<file path="src/rtl/hdlc_rx_pkg.sv">
`timescale 1ns/1ps
package hdlc_rx_pkg;
  // Run of ones after which a zero is a stuffed bit.
  localparam int unsigned STUFF_RUN = 5;
  // Run of ones that forms an abort.
  localparam int unsigned ABORT_RUN = 7;
  // Delimiter windows, oldest bit in the MSB.
  localparam int unsigned WIN_W = 8;
  localparam logic [WIN_W-1:0] FLAG_PAT = 8'b0111_1110;
  localparam logic [WIN_W-1:0] GA_PAT   = 8'b0111_1111;
  localparam logic [WIN_W-2:0] EGA_PAT  = 7'b111_1110;
  // Data bits that a delimiter may share before it is recognisable.
  localparam int unsigned HOLD_DEPTH = STUFF_RUN + 1;
  // Width of the consecutive-zero counter (wraps every 2**SHUT_W zeros).
  localparam int unsigned SHUT_W = 3;

  typedef struct packed {
    logic flag;
    logic ga;
    logic ega;
    logic abort;
    logic shut;
  } evt_t;
endpackage

</file>
<file path="src/rtl/hdlc_nrzi_dec.sv">
`timescale 1ns/1ps
module hdlc_nrzi_dec (
  input  logic clk,
  input  logic rst_n,
  input  logic bit_vld,
  input  logic line_bit,
  output logic dec_vld,
  output logic dec_bit
);
  logic prev_q;
  logic prev_d;

  always_comb begin
    prev_d = prev_q;
    if (bit_vld) begin
      prev_d = line_bit;
    end
  end

  always_ff @(posedge clk or negedge rst_n) begin
    if (!rst_n) begin
      prev_q <= 1'b1;
    end else begin
      prev_q <= prev_d;
    end
  end

  // No transition -> 1, transition -> 0.
  assign dec_bit = ~(line_bit ^ prev_q);
  assign dec_vld = bit_vld;
endmodule

</file>
<file path="src/rtl/hdlc_pattern_det.sv">
`timescale 1ns/1ps
module hdlc_pattern_det
  import hdlc_rx_pkg::*;
(
  input  logic clk,
  input  logic rst_n,
  input  logic vld,
  input  logic din,
  output logic data_ev,
  output logic desync_ev,
  output evt_t evt
);
  localparam int unsigned ONES_W = $clog2(ABORT_RUN + 1);
  localparam logic [ONES_W-1:0] ONES_SAT   = ONES_W'(ABORT_RUN);
  localparam logic [ONES_W-1:0] ONES_ABORT = ONES_W'(ABORT_RUN - 1);
  localparam logic [ONES_W-1:0] ONES_STUFF = ONES_W'(STUFF_RUN);

  logic [WIN_W-2:0]  hist_q, hist_d;
  logic [ONES_W-1:0] ones_q, ones_d;
  logic [SHUT_W-1:0] zeros_q, zeros_d;
  logic [WIN_W-1:0]  win;

  always_comb begin
    win     = {hist_q, din};
    hist_d  = hist_q;
    ones_d  = ones_q;
    zeros_d = zeros_q;
    if (vld) begin
      hist_d = {hist_q[WIN_W-3:0], din};
      if (din) begin
        ones_d  = (ones_q == ONES_SAT) ? ones_q : ones_q + 1'b1;
        zeros_d = '0;
      end else begin
        ones_d  = '0;
        zeros_d = zeros_q + 1'b1;
      end
    end
  end

  always_comb begin
    evt.flag  = vld && (win == FLAG_PAT);
    evt.ga    = vld && (win == GA_PAT);
    evt.ega   = vld && (win[WIN_W-2:0] == EGA_PAT);
    evt.abort = vld && din && (ones_q == ONES_ABORT);
    evt.shut  = vld && !din && (zeros_q == '1);
    // Below the stuffing run every bit is data; at or above it a 0 is
    // stuffed or a terminator and a 1 breaks any frame.
    data_ev   = vld && (ones_q < ONES_STUFF);
    desync_ev = vld && din && (ones_q >= ONES_STUFF);
  end

  always_ff @(posedge clk or negedge rst_n) begin
    if (!rst_n) begin
      hist_q  <= '0;
      ones_q  <= '0;
      zeros_q <= '0;
    end else begin
      hist_q  <= hist_d;
      ones_q  <= ones_d;
      zeros_q <= zeros_d;
    end
  end
endmodule

</file>
<file path="src/rtl/hdlc_byte_asm.sv">
`timescale 1ns/1ps
module hdlc_byte_asm #(
  parameter int unsigned DATA_W = 8,
  parameter int unsigned HOLD   = 6
) (
  input  logic              clk,
  input  logic              rst_n,
  input  logic              push,
  input  logic              din,
  input  logic              sync_set,
  input  logic              sync_clr,
  output logic [DATA_W-1:0] byte_q,
  output logic              bvld_q
);
  localparam int unsigned BCNT_W = $clog2(DATA_W);
  localparam int unsigned HCNT_W = $clog2(HOLD + 1);
  localparam logic [BCNT_W-1:0] BCNT_LAST = BCNT_W'(DATA_W - 1);
  localparam logic [HCNT_W-1:0] HCNT_FULL = HCNT_W'(HOLD);

  logic              synced_q, synced_d;
  logic [HOLD-1:0]   hold_q, hold_d;
  logic [HCNT_W-1:0] hcnt_q, hcnt_d;
  logic [DATA_W-1:0] sh_q, sh_d;
  logic [BCNT_W-1:0] bcnt_q, bcnt_d;
  logic [DATA_W-1:0] byte_d;
  logic              bvld_d;
  logic              out_bit;

  assign out_bit = hold_q[HOLD-1];

  always_comb begin
    synced_d = synced_q;
    hold_d   = hold_q;
    hcnt_d   = hcnt_q;
    sh_d     = sh_q;
    bcnt_d   = bcnt_q;
    byte_d   = byte_q;
    bvld_d   = 1'b0;
    if (sync_set) begin
      synced_d = 1'b1;
      hcnt_d   = '0;
      bcnt_d   = '0;
    end else if (sync_clr) begin
      synced_d = 1'b0;
      hcnt_d   = '0;
      bcnt_d   = '0;
    end else if (push && synced_q) begin
      hold_d = {hold_q[HOLD-2:0], din};
      if (hcnt_q == HCNT_FULL) begin
        sh_d = {out_bit, sh_q[DATA_W-1:1]};
        if (bcnt_q == BCNT_LAST) begin
          bcnt_d = '0;
          bvld_d = 1'b1;
          byte_d = {out_bit, sh_q[DATA_W-1:1]};
        end else begin
          bcnt_d = bcnt_q + 1'b1;
        end
      end else begin
        hcnt_d = hcnt_q + 1'b1;
      end
    end
  end

  always_ff @(posedge clk or negedge rst_n) begin
    if (!rst_n) begin
      synced_q <= 1'b0;
      hold_q   <= '0;
      hcnt_q   <= '0;
      sh_q     <= '0;
      bcnt_q   <= '0;
      byte_q   <= '0;
      bvld_q   <= 1'b0;
    end else begin
      synced_q <= synced_d;
      hold_q   <= hold_d;
      hcnt_q   <= hcnt_d;
      sh_q     <= sh_d;
      bcnt_q   <= bcnt_d;
      byte_q   <= byte_d;
      bvld_q   <= bvld_d;
    end
  end
endmodule

</file>
<file path="src/rtl/hdlc_rx_bitproc.sv">
`timescale 1ns/1ps
module hdlc_rx_bitproc
  import hdlc_rx_pkg::*;
#(
  parameter int unsigned DATA_W = 8
) (
  input  logic              clk,
  input  logic              rst_n,
  input  logic              bit_vld,
  input  logic              line_bit,
  output logic [DATA_W-1:0] byte_data,
  output logic              byte_vld,
  output logic              flag_p,
  output logic              goahead_p,
  output logic              early_ga_p,
  output logic              abort_p,
  output logic              shutoff_p
);
  localparam int unsigned RS_STAGES = 2;

  logic [RS_STAGES-1:0] rs_q;
  logic                 core_rst_n;
  logic                 dec_vld, dec_bit;
  logic                 data_ev, desync_ev;
  evt_t                 evt, evt_q;

  always_ff @(posedge clk or negedge rst_n) begin
    if (!rst_n) begin
      rs_q <= '0;
    end else begin
      rs_q <= {rs_q[RS_STAGES-2:0], 1'b1};
    end
  end
  assign core_rst_n = rs_q[RS_STAGES-1];

  hdlc_nrzi_dec u_nrzi (
    .clk      (clk),
    .rst_n    (core_rst_n),
    .bit_vld  (bit_vld),
    .line_bit (line_bit),
    .dec_vld  (dec_vld),
    .dec_bit  (dec_bit)
  );

  hdlc_pattern_det u_det (
    .clk       (clk),
    .rst_n     (core_rst_n),
    .vld       (dec_vld),
    .din       (dec_bit),
    .data_ev   (data_ev),
    .desync_ev (desync_ev),
    .evt       (evt)
  );

  hdlc_byte_asm #(
    .DATA_W (DATA_W),
    .HOLD   (HOLD_DEPTH)
  ) u_asm (
    .clk      (clk),
    .rst_n    (core_rst_n),
    .push     (data_ev),
    .din      (dec_bit),
    .sync_set (evt.flag),
    .sync_clr (desync_ev),
    .byte_q   (byte_data),
    .bvld_q   (byte_vld)
  );

  always_ff @(posedge clk or negedge core_rst_n) begin
    if (!core_rst_n) begin
      evt_q <= '0;
    end else begin
      evt_q <= evt;
    end
  end

  assign flag_p     = evt_q.flag;
  assign goahead_p  = evt_q.ga;
  assign early_ga_p = evt_q.ega;
  assign abort_p    = evt_q.abort;
  assign shutoff_p  = evt_q.shut;
endmodule

</file>
<file path="config.mk">
export PLATFORM = sky130hd
export DESIGN_NAME = hdlc_rx_bitproc
export DESIGN_NICKNAME = d
export VERILOG_FILES = /design/src/rtl/hdlc_rx_pkg.sv /design/src/rtl/hdlc_nrzi_dec.sv /design/src/rtl/hdlc_pattern_det.sv /design/src/rtl/hdlc_byte_asm.sv /design/src/rtl/hdlc_rx_bitproc.sv
export SDC_FILE = /design/constraint.sdc
export NUM_CORES = 1
export LEC_CHECK = 0
export BUFFER_PORTS_ARGS = -buffer_cell sky130_fd_sc_hd__buf_2
export CAP_MARGIN = 20
export CELL_PAD_IN_SITES_DETAIL_PLACEMENT = 0
export CELL_PAD_IN_SITES_GLOBAL_PLACEMENT = 1
export CORE_ASPECT_RATIO = 0.7
export CORE_MARGIN = 2
export CORE_UTILIZATION = 51
export DETAILED_ROUTE_END_ITERATION = 8
export PLACE_DENSITY = 0.8
export SYNTH_ARGS = -nofsm -noshare
export SYNTH_HDL_FRONTEND = slang
export SYNTH_SLANG_ARGS = --single-unit
</file>
<file path="constraint.sdc">
create_clock -name clk -period 3.97 [get_ports clk]
set_clock_uncertainty 0.15 [all_clocks]
set_input_delay 0.397 -clock clk [delete_from_list [all_inputs] [get_ports clk]]
set_output_delay 0.397 -clock clk [all_outputs]
set_load 0.05 [all_outputs]
</file>
# Word level (Yosys, flattened, before mapping)
# Index checks and enable logic that the tools add are counted.
dict set report op_classes {
  n_addsub 4
  mul 0
  div 0
  n_lt_le_gt_ge 2
  n_eq_ne 10
  shift 0
  mux 19
  bitwise 4
  reduce_logical 19
}
# operator count
set ops {}
lappend ops {{$mux W3} 12}
lappend ops {{$eq A8 B7 Y1 const B} 2}
lappend ops {{$eq A3 B3 Y1 const B} 5}
lappend ops {{$add A3 B1 Y3 const B} 4}
lappend ops {{$logic_and A1 B1 Y1} 10}
lappend ops {{$eq A7 B7 Y1 const B} 1}
lappend ops {{$mux W1} 7}
lappend ops {{$reduce_and A2 Y1} 3}
lappend ops {{$reduce_bool A3 Y1} 2}
lappend ops {{$reduce_and A5 Y1} 1}
lappend ops {{$reduce_and A4 Y1} 1}
lappend ops {{$ge A3 B3 Y1 const B} 1}
lappend ops {{$lt A3 B3 Y1 const B} 1}
lappend ops {{$ne A3 B2 Y1 const B} 1}
lappend ops {{$not A1 Y1} 3}
lappend ops {{$reduce_and A3 Y1} 1}
lappend ops {{$ne A2 B2 Y1 const B} 1}
lappend ops {{$reduce_bool A2 Y1} 1}
lappend ops {{$xor A1 B1 Y1} 1}
dict set report totals {
  reg_bits 51
  latchBits 0
  mem_bits_rw 0
  romBits 0
  in_bits 4
  word_cells 75
  memories 0
}

# Logic depth before layout (Yosys ltp)
# Gate-level depths: netlist (run 1).
dict set report depth {
  ltp_word 6
  ltp_mapped 7
}

# Hierarchy
# A second synthesis (run 1) with hierarchy kept.
dict set report unflattened {
  hier_cells 156
  area_unflattened_um2 2199.6
}
# module n_inst cells_each area_each_um2 seq_area_each_um2
set by_module_without_submodules {}
lappend by_module_without_submodules {hdlc_byte_asm 1 83 1251.2 725.7}
lappend by_module_without_submodules {hdlc_pattern_det 1 61 711.9 325.3}
lappend by_module_without_submodules {hdlc_rx_bitproc 1 8 178.9 175.2}
lappend by_module_without_submodules {hdlc_nrzi_dec 1 4 57.6 26.3}

# Worst setup path after synthesis (run 1)
# OpenSTA, ideal clock, no wires.
dict set report synth_timing {
  path_type {reg2reg}
  start {register u_nrzi.prev_q}
  end {register u_asm.byte_q[0]}
  setup_time_ns 0.125
  t_arrival_ns 1.829
  path_slack_ns 1.866
  path_stages_with_launch 6
  synth_period_minus_slack_ns 2.104
  path_cell_list {dfstp_2 > xor2_2 > and4_1 > buf_6 > nor4b_4 > mux2_2}
}
# item line_no
set synth_lines {}
lappend synth_lines {{from (decl)} hdlc_nrzi_dec.sv:10} ;# logic prev_q;
lappend synth_lines {{from (signal assigned)} hdlc_nrzi_dec.sv:24} ;# prev_q <= prev_d;
lappend synth_lines {{to (signal assigned)} hdlc_byte_asm.sv:79} ;# byte_q <= byte_d;
lappend synth_lines {{to (decl)} hdlc_byte_asm.sv:12} ;# output logic [DATA_W-1:0] byte_q,

# Worst setup path after layout (run 1)
dict set report layout_timing {
  start {register u_asm.hcnt_q[0]}
  end {register u_asm.byte_q[1]}
}
dict set report layout_via {
  elab_chain_cells 2
}
# item line_no
set layout_rtl {}
lappend layout_rtl {{from (decl)} hdlc_byte_asm.sv:22} ;# logic [HCNT_W-1:0] hcnt_q, hcnt_d;
lappend layout_rtl {{from (signal assigned)} hdlc_byte_asm.sv:76} ;# hcnt_q <= hcnt_d;
lappend layout_rtl {{$eq A3 B3 Y1} hdlc_byte_asm.sv:49} ;# if (hcnt_q == HCNT_FULL) begin
lappend layout_rtl {{$reduce_and A5 Y1 (no line)} --}
# Every way passes these cells.
# A chain may end at the register's enable or synchronous reset.

==> results of run 1 <==
## cells by family after synthesis
group	count (synthesis)
AOI/OAI and AO/OA	12
other	1
muxes	31
and+or+nand+nor	39
adders and majority gates	10
DFF	50
xor gates and xnor gates	3
buffers and inverters	13
## worst max path at each step
stage                                       end                   startpoint  slack [ps]
floorplan           u_asm.byte_q[0]$_DFFE_PN0P_    u_nrzi.prev_q$_DFFE_PN1P_        1870
global placement    u_asm.byte_q[6]$_DFFE_PN0P_                      bit_vld        1620
detailed placement  u_asm.byte_q[6]$_DFFE_PN0P_                      bit_vld        1560
CTS                 u_asm.byte_q[1]$_DFFE_PN0P_  u_asm.hcnt_q[0]$_DFFE_PN0P_        1600
global route        u_asm.byte_q[2]$_DFFE_PN0P_  u_asm.hcnt_q[0]$_DFFE_PN0P_        1480
finish              u_asm.byte_q[1]$_DFFE_PN0P_  u_asm.hcnt_q[0]$_DFFE_PN0P_        1630
## what timing repair did
| action | in CTS | in global routing |
|---|---|---|
| hold endpoints to repair | 2 | 0 |
| hold buffers | 1 | 0 |
| setup buffers | 0 | 0 |
## per-stage QoR
| stage | hold slack [ps] | instances |
|---|---|---|
| 3_5_place_dp | 32.3 | 224 |
| 6_report | 79.3 | 234 |
| 5_1_grt | 126 | 234 |
| 2_1_floorplan | -48.6 | 159 |
| 3_3_place_gp | 31.5 | 224 |
| 4_1_cts | 211 | 233 |
## registers in the layout, summed over array words and instances, names as in the netlist, 2 cells and up
register,count
u_det.zeros_q,3
u_asm.hold_q,6
u_asm.hcnt_q,3
rs_q,2
u_asm.bcnt_q,3
u_asm.sh_q,7
u_det.ones_q,3
u_asm.byte_q,8
u_det.hist_q,7
## metal layers
layer	part of all wire, %	GRT usage (%)	wire length [um]
met1	46	21.5	1540
met2	48	27.3	1630
met3	3.8	4.67	127
met4	1.9	7.99	65
met5	0	0	0
## where the power goes
part | switching, mW | internal, mW
Combinational | 0.134 | 0.151
Sequential | 0.0915 | 0.633
Clock | 0.182 | 0.131
Total | 0.408 | 0.915
## cells in the final DEF (no fill, tap or decap), types with 2 or more instances in the layout
master	n
a21oi_1	3
and4_1	3
buf_2	17
clkbuf_8	5
clkinv_4	2
dfrtp_1	48
ha_1	10
inv_1	9
mux2_2	28
mux2i_1	3
nand2_1	12
nand3_1	2
nor2_1	6
nor3_1	3
nor3_2	2
o21ai_0	7
or2_2	2
xnor2_1	2
## cell type report
type / instances / area (um^2) / area share (%)
Clock buffer: 5 / 68.8 / 2.90
Inverter: 9 / 33.8 / 1.42
Multi-Input combinational cell: 96 / 811 / 34.1
Sequential cell: 50 / 1250 / 52.8
Clock inverter: 3 / 28.8 / 1.21
Tap cell: 52 / 65.1 / 2.74
Timing Repair Buffer: 19 / 115 / 4.84
==> flow_summary_export.csv, run 1 <==
group,metric,value,unit
outcome,run_status,"finished, final reports clean",
pwr,ir_worst_vdd,0.414,mV
critical_path,worstReg2RegStart,"u_asm.hcnt_q[0]$_DFFE_PN0P_",
clocking,clk_path_buf_depth,2,
place,io_buffers,17,
critical_path,crit_arrival,2400,ps
clocking,cts-resized-gates,0,
global_routing,grt_use_total,17.0,%
yosys,synthSimpleGateAreaFrac,11.2,%
floorplan,start_util,53.7,%
route,avgRoutedWirePerCell,14.4,um
sta,finalHoldViolCount,0,
yosys,syn_inst,159,
yosys,synth_top_family_by_area,"multiplexers",
critical_path,rrSetupSlack,1630,ps
critical_path,cp-start-kind,"flip-flop",
place,gp_congestion,0.749,
yosys,yosys_warnings,0,
global_routing,first_global_vias,1227,
run,drv_cap,0,
yosys,synth-edff-count,0,
sta,tns,0,ps
route,drt-initial-drc-count,43,
sta,timing.final.ws_setup,1630,ps
sta,slew_viol_final,0,
place,dpl-instance-area,2250,um^2
yosys,ys_ff_latch,50,
global_routing,grt_pass1_wl,5730,um
critical_path,crit_type,"reg2reg",
clocking,clock_latency,310,ps
route,drc,0,
floorplan,rows,19,
critical_path,cpPeakStageDelay,570,ps
floorplan,ios,18,
yosys,syn_nets,173,
pwr,p_leak,1.18,nW
yosys,yosysSeqAreaShare,59.1,%
yosys,synth_area,2120,um^2
yosys,synth_top_cell_by_area,"dfrtp_1",
critical_path,critPathCaptureType,"flip-flop",
pwr,p_per_area,557,nW/um^2
clocking,htree_levels,2,
sta,max_freq,0.427,GHz
global_routing,antenna_found_initial,0,
yosys,synth_top_area_share,57.9,%
clocking,clk_pin_slew,100,ps
clocking,cts_root_buffer,"clkbuf_8",
sta,period_minus_slack,2340,ps
yosys,ys_types,31,
clocking,numCtsBuffers,5,
yosys,synth_compound_area_share,3.13,%
final_layout,design_area,2380,um^2
worst_hold_path,min_path_type,"reg2async",
critical_path,slowest_stage,"nor4b_4",
yosys,yosysMostFrequentCell,"dfrtp_1",
final_layout,fin_util,60.2,%
yosys,yosys-mux-area-fraction,16.3,%
yosys,synth_xor_area_share,1.59,%
final_layout,drive_above_1_share,35.7,%
sta,rsz0062_at_grt,"false",
floorplan,die_h,57.9,um
global_routing,grt-ovfl-total,0,
critical_path,ff2ff_path_depth,6,
route,wl,3360,um
place,dp_hpwl,2400,um
route,drtPass1Iterations,4,
sta,min_period_over_period,59.0,%
yosys,ys_top_cells_by_count,"dfrtp_1, mux2_2, nand2_1",
route,antenna_left,0,
route,vias,1214,
yosys,syn-mean-instance-area,13.3,um^2
critical_path,crit_family,"simple AND/OR/NAND/NOR gates",
global_routing,grt_max_degree,49,
critical_path,path_buf_inv,1,
place,place_ws,1560,ps
final_layout,n_antenna_cell,0,
critical_path,crit_path_cell_trace,"inv_1 -> ha_1 -> and4_1 -> nand2_1 -> nor4b_4 -> mux2_2",
sta,worstMarginPinSlew,573,ps
floorplan,core,3950,um^2
route,via_per_inst,5.19,
critical_path,required,4020,ps
clocking,cts_sinks,50,
yosys,synthAdderAreaFrac,5.90,%
floorplan,die_w,81.1,um
yosys,synthArstFlopShare,100,%
critical_path,rr_endpoint,"u_asm.byte_q[1]$_DFFE_PN0P_",
final_layout,syn2layout_area_growth,12.1,%
critical_path,worst-path-stages,6,
final_layout,num-fill-cells,340,
sta,setup_viol,0,
pwr,total_power,1.32,mW
yosys,ys.flop_type,"dfrtp_1",
floorplan,dieArea,4700,um^2
sta,slew_headroom,61.6,%
final_layout,nets,195,
critical_path,path_max_fanout,9,
yosys,synth.area.top_cells,"dfrtp_1, mux2_2, ha_1",
clocking,cts_tree,"yes",
(Power assumes the default switching activity.)
==> run 2, diff against run 1 <==
- CORE_UTILIZATION: 51 -> 48
- PLACE_DENSITY: 0.8 -> 0.76
- clock period: 3.97 -> 2.2 ns (I/O delays scaled with it)
==> flow_summary_export.csv, run 2 (synthesis gave the netlist of run 1 again) <==
group,metric,value,unit
floorplan,ios,18,
critical_path,crit_arrival,2150,ps
global_routing,grt_max_degree,32,
pwr,total_power,2.35,mW
run,drv_cap,0,
place,gp_congestion,0.697,
critical_path,ff2ff_path_depth,7,
place,place_inst,233,
pwr,power.internal,1.65,mW
pwr,pwr-share-comb,22.0,%
route,wl,3290,um
global_routing,grt-ovfl-total,0,
critical_path,cpPeakStageDelay,390,ps
sta,timing.final.ws_setup,92.0,ps
pwr,p_per_area,972,nW/um^2
final_layout,num-fill-cells,366,
clocking,clock_latency,300,ps
final_layout,nets,200,
critical_path,crit_type,"reg2reg",
final_layout,final_common_cell,"dfrtp_1",
critical_path,crit_path_cell_trace,"inv_1 -> ha_1 -> and4_1 -> nand2_1 -> nor4b_4 -> buf_4 -> mux2_2",
sta,period_minus_slack,2110,ps
clocking,numCtsBuffers,5,
route,vias,1206,
route,via_per_inst,4.98,
global_routing,grt_use_total,15.2,%
pwr,swShare,29.5,%
sta,min_period_over_period,95.8,%
global_routing,grt_pass1_wl,5780,um
final_layout,stdcell_count,242,
critical_path,critPathCaptureType,"flip-flop",
floorplan,rows,20,
route,avgRoutedWirePerCell,13.6,um
critical_path,path_max_fanout,9,
clocking,clk_pin_slew,90,ps
floorplan,die_w,83.4,um
critical_path,rr_endpoint,"u_asm.byte_q[7]$_DFFE_PN0P_",
outcome,run_status,"finished, final reports clean",
critical_path,required,2240,ps
final_layout,drive_above_1_share,37.4,%
floorplan,start_util,49.2,%
clocking,htree_levels,2,
floorplan,die_h,59.6,um
floorplan,dieArea,4970,um^2
global_routing,first_global_vias,1227,
pwr,ir_worst_vdd,0.514,mV
pwr,seq_power_share,55.8,%
sta,finalHoldViolCount,0,
critical_path,rrSetupSlack,90,ps
clocking,cts_root_buffer,"clkbuf_8",
pwr,p_switching,691,uW
final_layout,syn2layout_area_growth,13.9,%
clocking,post-cts-setup-buffers,0,
clocking,cts_tree,"yes",
pwr,p_leak,1.19,nW
critical_path,slowest_stage,"dfrtp_1",
clocking,clk_path_buf_depth,2,
critical_path,cp-start-kind,"flip-flop",
place,dp_hpwl,2420,um
place,place_ws,91.2,ps
sta,slew_headroom,64.5,%
route,drt-initial-drc-count,44,
final_layout,regMostFlops,"u_asm.byte_q",
clocking,cts_sinks,50,
final_layout,n_antenna_cell,0,
worst_hold_path,min_path_type,"reg2async",
sta,max_freq,0.474,GHz
route,antenna_left,0,
final_layout,largest_register_ffs,8,
sta,setup_viol,0,
final_layout,top_regs,"u_asm.byte_q x8, u_asm.sh_q x7, u_det.hist_q x7",
pwr,power.share.clock,22.2,%
sta,worstMarginPinSlew,529,ps
sta,slew_viol_final,0,
floorplan,core,4300,um^2
route,drtPass1Iterations,4,
critical_path,worstReg2RegStart,"u_asm.hcnt_q[0]$_DFFE_PN0P_",
global_routing,antenna_found_initial,0,
final_layout,layout_common_cells,"dfrtp_1, mux2_2, buf_2",
place,io_buffers,17,
route,drc,0,
==> run 2: power by group through the flow <==
stage / clock network [mW] / logic (mW) / registers [mW]
floorplan: 0 / 0.399 / 1.29
global route: 0.576 / 0.586 / 1.35
detailed placement: 0 / 0.517 / 1.33
CTS: 0.541 / 0.525 / 1.31
global placement: 0 / 0.490 / 1.31
finish: 0.522 / 0.516 / 1.31
==> run 2: final cells by class <==
type | count | area, um^2 | area share (%)
multi-input cells | 96 | 817 | 33.9
clock inverters | 2 | 13.8 | 0.570
repair buffers | 24 | 153 | 6.32
clock buffers | 6 | 72.6 | 3.01
inverters | 9 | 33.8 | 1.40
flip-flops and latches | 50 | 1250 | 52.0
well taps | 55 | 68.8 | 2.85
==> run 2: per-layer routing <==
metal / share of wire, % / routed length, um / vias up / GRT usage (%)
met5: 0 / 0 / - / 0
met4: 1.1 / 35 / 0 / 5.53
met2: 48 / 1590 / 12 / 25.3
met3: 3.1 / 101 / 4 / 4.46
li1: - / - / 601 / -
met1: 47 / 1560 / 589 / 19.3
==> run 2: worst max path at each step <==
stage | end | startpoint | cells past startpoint | slack [ps]
2_1_floorplan | u_asm.byte_q[0]$_DFFE_PN0P_ | u_nrzi.prev_q$_DFFE_PN1P_ | 5 | 100
3_3_place_gp | u_asm.sh_q[5]$_DFFE_PN0P_ | u_asm.hcnt_q[0]$_DFFE_PN0P_ | 6 | 150
3_5_place_dp | u_asm.sh_q[3]$_DFFE_PN0P_ | u_nrzi.prev_q$_DFFE_PN1P_ | 4 | 90
4_1_cts | u_asm.sh_q[3]$_DFFE_PN0P_ | u_nrzi.prev_q$_DFFE_PN1P_ | 4 | 80
5_1_grt | u_asm.byte_q[1]$_DFFE_PN0P_ | u_det.ones_q[0]$_DFFE_PN0P_ | 5 | -3
6_report | u_asm.byte_q[7]$_DFFE_PN0P_ | u_asm.hcnt_q[0]$_DFFE_PN0P_ | 7 | 90
==> run 2: critical path, delay by kind of cell, from the launching register on <==
family | cells | cell delay, ps
adders and majority gates | 1 | 200
buffers and inverters | 2 | 310
DFF | 1 | 390
muxes | 1 | 350
and+or+nand+nor | 3 | 610
==> run 2: timing repair <==
item,4_1_cts,5_1_grt
resized for setup,0,2
setup endpoints to repair,0,7
hold buffers,1,0
endpoints found under the hold margin,2,0
==> run 2: through the flow <==
stage	instance area [um^2]	TNS, ps	utilization [%]	hold slack, ps
finish	2410	0	56.1	54.6
global route	2410	-3.06	56.1	77.6
CTS	2410	0	55.9	60.0
detailed placement	2310	0	53.7	-144
global placement	2310	0	53.7	-145
floorplan	2120	0	-	-226
